**src/rtl/tmul_pkg.sv**
```systemverilog
// Shared types and widths for the preloaded-operand multiply-accumulate unit.
// Assumes 16-bit signed operands and a product twice as wide.
package tmul_pkg;
    localparam int OPW  = 16;
    localparam int PRW  = 2 * OPW;
    localparam int SHAW = $clog2(PRW);

    // Accumulator action codes; the encoding is visible on acc_op_i.
    typedef enum logic [1:0] {
        ACC_HOLD = 2'd0,
        ACC_LOAD = 2'd1,
        ACC_ADD  = 2'd2,
        ACC_SUB  = 2'd3
    } acc_op_e;
endpackage

```
**src/rtl/tmul_coef_reg.sv**
```systemverilog
// Coefficient register: holds the preloaded multiplier input.
// Assumes a load strobe that is sampled on the rising edge; synchronous active-low reset.
module tmul_coef_reg #(
    parameter int W = 16
) (
    input  logic         clk,
    input  logic         rst_n,
    input  logic         ld_i,
    input  logic [W-1:0] d_i,
    output logic [W-1:0] q_o
);
    // Capture the data-bus word on a load strobe; otherwise keep it.
    always_ff @(posedge clk) begin
        if (!rst_n)    q_o <= '0;
        else if (ld_i) q_o <= d_i;
    end
endmodule

```
**src/rtl/tmul_mult.sv**
```systemverilog
// Signed multiplier with operand selection and a registered product.
// Assumes two's-complement operands; the product register updates only on en_i.
module tmul_mult #(
    parameter int W = 16,
    localparam int PW = 2 * W
) (
    input  logic          clk,
    input  logic          rst_n,
    input  logic          en_i,
    input  logic          sel_imm_i,
    input  logic [W-1:0]  coef_i,
    input  logic [W-1:0]  dbus_i,
    input  logic [W-1:0]  pbus_i,
    output logic [PW-1:0] prod_o
);
    logic [W-1:0]  opnd;
    logic [PW-1:0] full;

    // Pick the second operand for this multiply.
    always_comb opnd = sel_imm_i ? pbus_i : dbus_i;

    // Form the sign-correct full-width product.
    always_comb full = PW'($signed(coef_i) * $signed(opnd));

    // Register the product when a multiply is requested.
    always_ff @(posedge clk) begin
        if (!rst_n)    prod_o <= '0;
        else if (en_i) prod_o <= full;
    end
endmodule

```
**src/rtl/tmul_shifter.sv**
```systemverilog
// Logarithmic barrel shifter: left with zero fill or arithmetic right.
// Assumes the amount is below the word width; half mode uses the sign-extended low half.
module tmul_shifter #(
    parameter int W  = 32,
    localparam int AW = $clog2(W),
    localparam int HW = W / 2
) (
    input  logic [W-1:0]  d_i,
    input  logic [AW-1:0] amt_i,
    input  logic          left_i,
    input  logic          half_i,
    output logic [W-1:0]  q_o
);
    logic [W-1:0] stg [0:AW];

    // Choose full word or sign-extended lower half as the shift source.
    always_comb stg[0] = half_i ? {{(W-HW){d_i[HW-1]}}, d_i[HW-1:0]} : d_i;

    // One stage per amount bit, each moving by a power of two.
    for (genvar i = 0; i < AW; i++) begin : g_stage
        localparam int DIST = 1 << i;
        logic [W-1:0] shl;
        logic [W-1:0] shr;
        always_comb begin
            shl = stg[i] << DIST;
            shr = W'($signed(stg[i]) >>> DIST);
            stg[i+1] = amt_i[i] ? (left_i ? shl : shr) : stg[i];
        end
    end

    // Final stage drives the output.
    always_comb q_o = stg[AW];
endmodule

```
**src/rtl/tmul_acc.sv**
```systemverilog
// Accumulator: holds, loads, adds or subtracts the shifted product, wrapping.
// Assumes the action code of tmul_pkg::acc_op_e.
module tmul_acc
    import tmul_pkg::*;
#(
    parameter int W = 32
) (
    input  logic         clk,
    input  logic         rst_n,
    input  logic [1:0]   op_i,
    input  logic [W-1:0] d_i,
    output logic [W-1:0] q_o
);
    acc_op_e      op;
    logic [W-1:0] nxt;

    // Decode the action and form the next accumulator value.
    always_comb begin
        op = acc_op_e'(op_i);
        unique case (op)
            ACC_LOAD: nxt = d_i;
            ACC_ADD:  nxt = q_o + d_i;
            ACC_SUB:  nxt = q_o - d_i;
            default:  nxt = q_o;
        endcase
    end

    // Commit the next value each cycle.
    always_ff @(posedge clk) begin
        if (!rst_n) q_o <= '0;
        else        q_o <= nxt;
    end
endmodule

```
**src/rtl/tmul_mac.sv**
```systemverilog
// Top of the preloaded-operand multiply-accumulate unit.
// Coefficient register -> registered multiplier -> barrel shifter -> accumulator.
// Assumes a single clock and synchronous active-low reset.
module tmul_mac
    import tmul_pkg::*;
#(
    parameter int OW = OPW,
    localparam int PW = 2 * OW,
    localparam int AW = $clog2(PW)
) (
    input  logic          clk,
    input  logic          rst_n,
    input  logic          coef_ld_i,
    input  logic          mul_en_i,
    input  logic          src_imm_i,
    input  logic [OW-1:0] dbus_i,
    input  logic [OW-1:0] pbus_i,
    input  logic [AW-1:0] sh_amt_i,
    input  logic          sh_left_i,
    input  logic          sh_half_i,
    input  logic [1:0]    acc_op_i,
    output logic [PW-1:0] prod_o,
    output logic [PW-1:0] acc_o
);
    logic [OW-1:0] coef;
    logic [PW-1:0] sh_val;

    tmul_coef_reg #(.W(OW)) i_coef (
        .clk(clk), .rst_n(rst_n), .ld_i(coef_ld_i), .d_i(dbus_i), .q_o(coef)
    );

    tmul_mult #(.W(OW)) i_mult (
        .clk(clk), .rst_n(rst_n), .en_i(mul_en_i), .sel_imm_i(src_imm_i),
        .coef_i(coef), .dbus_i(dbus_i), .pbus_i(pbus_i), .prod_o(prod_o)
    );

    tmul_shifter #(.W(PW)) i_shift (
        .d_i(prod_o), .amt_i(sh_amt_i), .left_i(sh_left_i),
        .half_i(sh_half_i), .q_o(sh_val)
    );

    tmul_acc #(.W(PW)) i_acc (
        .clk(clk), .rst_n(rst_n), .op_i(acc_op_i), .d_i(sh_val), .q_o(acc_o)
    );
endmodule

```
**config.mk**
```make
export PLATFORM = sky130hd
export DESIGN_NAME = tmul_mac
export DESIGN_NICKNAME = d
export VERILOG_FILES = /design/src/rtl/tmul_pkg.sv /design/src/rtl/tmul_coef_reg.sv /design/src/rtl/tmul_mult.sv /design/src/rtl/tmul_shifter.sv /design/src/rtl/tmul_acc.sv /design/src/rtl/tmul_mac.sv
export SDC_FILE = /design/constraint.sdc
export NUM_CORES = 1
export LEC_CHECK = 0
export BUFFER_PORTS_ARGS = -buffer_cell sky130_fd_sc_hd__buf_2
export CORE_AREA = 2 2 200 202
export DETAILED_ROUTE_END_ITERATION = 8
export DIE_AREA = 0 0 202 204
export PLACE_DENSITY = 0.73
export RECOVER_POWER = 50
export SETUP_SLACK_MARGIN = 0.3
export SLEW_MARGIN = 20
export SYNTH_ARGS = -nofsm -noshare
export SYNTH_HDL_FRONTEND = slang
export SYNTH_HIERARCHICAL = 1
export SYNTH_SLANG_ARGS = --single-unit
```
**constraint.sdc**
```tcl
create_clock -name clk -period 7 [get_ports clk]
set_clock_uncertainty 0.15 [all_clocks]
set_input_delay 0.35 -clock clk [delete_from_list [all_inputs] [get_ports clk]]
set_output_delay 0.35 -clock clk [all_outputs]
set_load 0.01 [all_outputs]
```
After elaboration in Yosys (flattened, before gate mapping). Index checks and enable logic that the tools add are counted.

Bitwise logic cells: 0. Reductions and logical operators: 1. Multiplexer cells: 13. Add/sub/neg operators: 2. Multiply operators: 1. $lt $le $gt $ge: 0. Shift operators: 0. Equal/unequal tests: 3. Divide/modulo/power cells: 0.

Operators by type and width (count): 32-bit two-way mux (11); 32-bit case mux with 3 select lines (1); 32-bit adder (1); 16-bit by 16-bit multiplier with 32-bit output (1); 32-bit subtractor (1); 16-bit two-way mux (1); 2-bit == test (second input constant) (2); 3-bit nonzero test (1); 2-bit by 1-bit == test with 1-bit output (second input constant) (1).

Register bits after elaboration: 80. Latch bits: 0. RAM bits: 0. Memories kept: 0. ROM bits: 0.

Depth between registers and ports, before layout.
Depth after elaboration: 13. Gate-level depth with buffers: 26. Gate-level depth less buffers: 23.

Cells and area by module. The synthesis kept the hierarchy.

Modules (own cells, without submodules): tmul_mult (cells each 1205, area each 11118.2 um^2, instances 1, sequential area each 640.6 um^2); tmul_shifter (cells each 721, area each 4848.4 um^2, instances 1, sequential area each 0.0 um^2); tmul_acc (cells each 516, area each 3895.0 um^2, instances 1, sequential area each 640.6 um^2); tmul_coef_reg (cells each 51, area each 615.6 um^2, instances 1, sequential area each 320.3 um^2).

Worst setup path before layout. OpenSTA, ideal clock, no wires.

Path type: input to register. Start point: input port src_imm_i. End point: register i_mult.prod_o[30]. Cell stages on the path: 24. Arrival: 6.958 ns. Setup slack: -0.242 ns. Buffers on the path: 3. Data required time: 6.717 ns. Cells stage by stage: clkbuf_1 > buf_1 > mux2_2 > clkbuf_1 > nand2_1 > inv_1 > fa_1 > fa_1 > fa_1 > fa_1 > fa_1 > inv_1 > fa_1 > inv_1 > ha_1 > nand2_1 > or3_1 > or3_1 > o22ai_2 > o21ai_1 > o31a_1 > o21ai_2 > xnor2_1 > o22ai_1.

Longest elaborated chain between the ends: 2.

Ends and longest elaborated chain: start: declaration (line tmul_mac.sv:15) `input logic src_imm_i,`; 16-bit two-way mux (line tmul_mult.sv:20) `always_comb opnd = sel_imm_i ? pbus_i : dbus_i;`; 16-bit by 16-bit multiplier with 32-bit output (line tmul_mult.sv:23) `always_comb full = PW'($signed(coef_i) * $signed(opnd));`; end signal: assignment (line tmul_mult.sv:28) `else if (en_i) prod_o <= full;`; end: declaration (line tmul_mult.sv:14) `output logic [PW-1:0] prod_o`.

No other way between the ends. A chain may end at the register's enable or synchronous reset.

Worst setup path after layout. Same ends and word-level chain as after synthesis.

==> metrics.md <==
| Metric | Value |
|---|---|
| Status | finished with violations |
| Failing checks | capacitance limit, slew limit |
| Post-synth top area share | 25.7% |
| Placed wire-length estimate | 57100 µm |
| Post-route ant nets | 0 |
| Crit. End Element | flip-flop |
| Setup violations, final | 0 |
| Worst setup SP type | primary input |
| Final std cells w/o fill | 3158 |
| Unrepaired setup endpoints after global routing | false |
| Asr flop ratio synth | 0% |
| Average wire per standard cell | 22.2 µm |
| First DRT Iteration DRCs | 2025 |
| Min-Delay Path Depth | 3 |
| Mapped Area | 0.0205 mm² |
| F_max | 155 MHz |
| Root buffer cell | clkbuf_16 |
| Area contributors post-synth | fa_1 (26%), dfxtp_1 (7.8%), ha_1 (7.0%), inv_1 (5.8%), mux2i_1 (5.4%) |
| Hold Slack | 0.0839 ns |
| Clock Tree Buf Depth | 2 |
| Final Hold Fails | 0 |
| Clock sink total | 80 |
| Slew @ Worst Pin | 2.21 ns |
| Post-synthesis register bit count | 80 |
| Clock transition at path regs | 0.07 ns |
| Clock latency on the worst-skew pair | 0.39 ns |
| Core Area | 0.0392 mm² |
| DRT Pass-1 Iters | 7 |
| Nets | 3051 |
| Synth warn | 6 |
| Area of the multi-input gates | 0.0169 mm² |
| Fraction of layout cells with a size suffix above 1 | 12.6% |
| Dpl cells | 3142 |
| Max VDD drop | 213 µV |
| Pin count of the biggest net entering global routing | 76 |
| Die height | 204 µm |
| DRC errors left | 0 |
| Die X | 202 µm |
| Post-Syn Nets | 2916 |
| FILL cells | 3579 |
| Setup TNS | 0 ns |
| Pins Over Slew Limit | 54 |
| Clock tree from TritonCTS | yes |
| Final period util | 92.1% |
| Synth-to-layout area growth | 9.72% |
| Placer Congestion | 1.02 |
| Storage cell area | 0.00162 mm² |
| Most common flop cell mapped by yosys | dfxtp_1 |
| Worst EP required | 7.08 ns |
| Starting Density | 52.3% |
| Number of synthesized flops with an enable pin | 0 |
| First-pass GRT wire length | 111000 µm |
| Synth unique cells | 106 |
| Pre-CTS WS | -0.0337 ns |
| I/O pin cnt | 110 |
| # rows | 73 |
| Fin worst setup slack | 0.554 ns |
| WL final | 70300 µm |
| Most area-hungry cell type in the Yosys netlist | fa_1 |
| Tightest Hold Check Type | primary input to flip-flop |
| Cell Pwr Density | 310 mW/mm² |
| H-Tree Depth | 3 |
| Vias | 19600 |
| Antenna Diode Count | 0 |
| Tot GR Track Use | 34.5% |
| Mean Syn Cell Area | 8.21 µm² |
| Die area | 0.0412 mm² |
| Post-layout util | 57.3% |
| GRT overflow | 0 |
| CTS buffer count | 9 |
| Cell count after synthesis | 2493 |
| Crit Path Category | primary input to flip-flop |
| PortBufs | 109 |
| # Max-Cap Violations | 1 |
| Pleak | 10.3 nW |
| Antenna violations before repair | 1 |
| Seq/Total Area, Yosys | 7.82% |
| Drt via density | 6.21 |
| Number of global-route vias before repair | 20000 |
| Crit Path Max Fanout | 16 |
| Worst EP arrival | 6.53 ns |
| Reg2Reg Depth | 18 |
| Post-CTS setup buffers | 0 |
| Final min period | 6.45 ns |
| Max-slew headroom | -47.3% |
-- what timing repair did --
| item | in CTS | in global routing |
|---|---|---|
| setup endpoints to repair | 0 | 10 |
| hold buffers | 0 | 0 |
| gates resized for setup | 0 | 22 |
-- cell usage in the layout (no fill, tap or decap), drive strengths merged, types with 71 or more instances in the layout --
| cell | n |
|---|---|
| inv | 320 |
| nand2 | 214 |
| o21ai | 96 |
| buf | 214 |
| and2 | 71 |
| nor2b | 134 |
| ha | 114 |
| fa | 263 |
| mux2i | 113 |
| nor2 | 139 |
| dfxtp | 80 |
| a21oi | 146 |
-- cells in the mapped netlist (all sizes together) (71+ instances only) --
master / n
nor2: 139
mux2i: 113
fa: 263
nand2: 214
clkbuf: 89
nor2b: 134
a21oi: 146
dfxtp: 80
ha: 114
and2: 71
o21ai: 96
inv: 320
-- layer usage --
metal	routed length, µm	track usage, %	part of all wire, %
met4	3460	15.6	4.9
met1	28800	44.7	41
met3	5510	5.36	7.8
met2	32500	57.0	46
met5	12	0	0.017
-- power by group --
group          leakage (nW)  internal (mW)  switching (mW)
clock network         0.155          0.305           0.228
logic                  9.47           2.40            3.23
registers             0.666          0.575           0.228
total                  10.3           3.28            3.69
-- critical path: stages --
cell and delay (ns):
buf_6 0.17, buf_4 0.16, mux2i_1 0.25, buf_6 0.21, nor2b_1 0.08, fa_1 0.48
fa_1 0.60, fa_1 0.47, fa_1 0.52, fa_1 0.50, inv_1 0.05, fa_1 0.47
inv_1 0.04, ha_1 0.32, nand2_1 0.13, or3_1 0.38, or3_1 0.34, o22ai_2 0.20
o21ai_2 0.11, o31a_1 0.32, o21ai_2 0.15, xnor2_1 0.13, o22ai_1 0.09
-- final timing paths --
check / startpoint / end / slack (ns)
max: src_imm_i / i_mult/prod_o[30] / 0.55
max reg2reg: i_mult/prod_o[23] / i_acc/q_o[29] / 0.61
min: dbus_i[4] / i_coef/q_o[4] / 0.08
min reg2reg: i_acc/q_o[0] / i_acc/q_o[0] / 0.46
-- area by class of cell --
type | count | share of cell area [%]
well taps | 525 | 2.92
repair buffers | 272 | 7.70
clock buffers | 12 | 1.19
multi-input cells | 1941 | 75.3
flip-flops and latches | 80 | 7.20
inverters | 324 | 5.41
clock inverters | 4 | 0.228
-- cell families (layout without fill, tap and decap cells) --
family | after synthesis | count (layout) | share of synthesized area, %
DFF | 80 | 80 | 7.82
adders and majority gates | 377 | 377 | 32.7
muxes | 141 | 141 | 7.33
AOI/OAI and AO/OA | 579 | 579 | 19.8
and+or+nand+nor | 760 | 760 | 19.1
buffers and inverters | 472 | 612 | 9.67
xor gates and xnor gates | 84 | 84 | 3.59
-- stage by stage --
step / cell area (µm²) / power, mW
final: 22500 / 6.97
after global routing: 22500 / 7.68
after CTS: 22500 / 6.91
after detailed placement: 22200 / 6.34
after global placement: 22200 / 6.18
after floorplan: 20500 / 4.76
-- flip-flops by register name, summed over array words and instances, names as in the netlist --
signal,count
i_coef/q_o,16
i_mult/prod_o,32
i_acc/q_o,32
No activity file was read; power rests on OpenSTA's default activity.
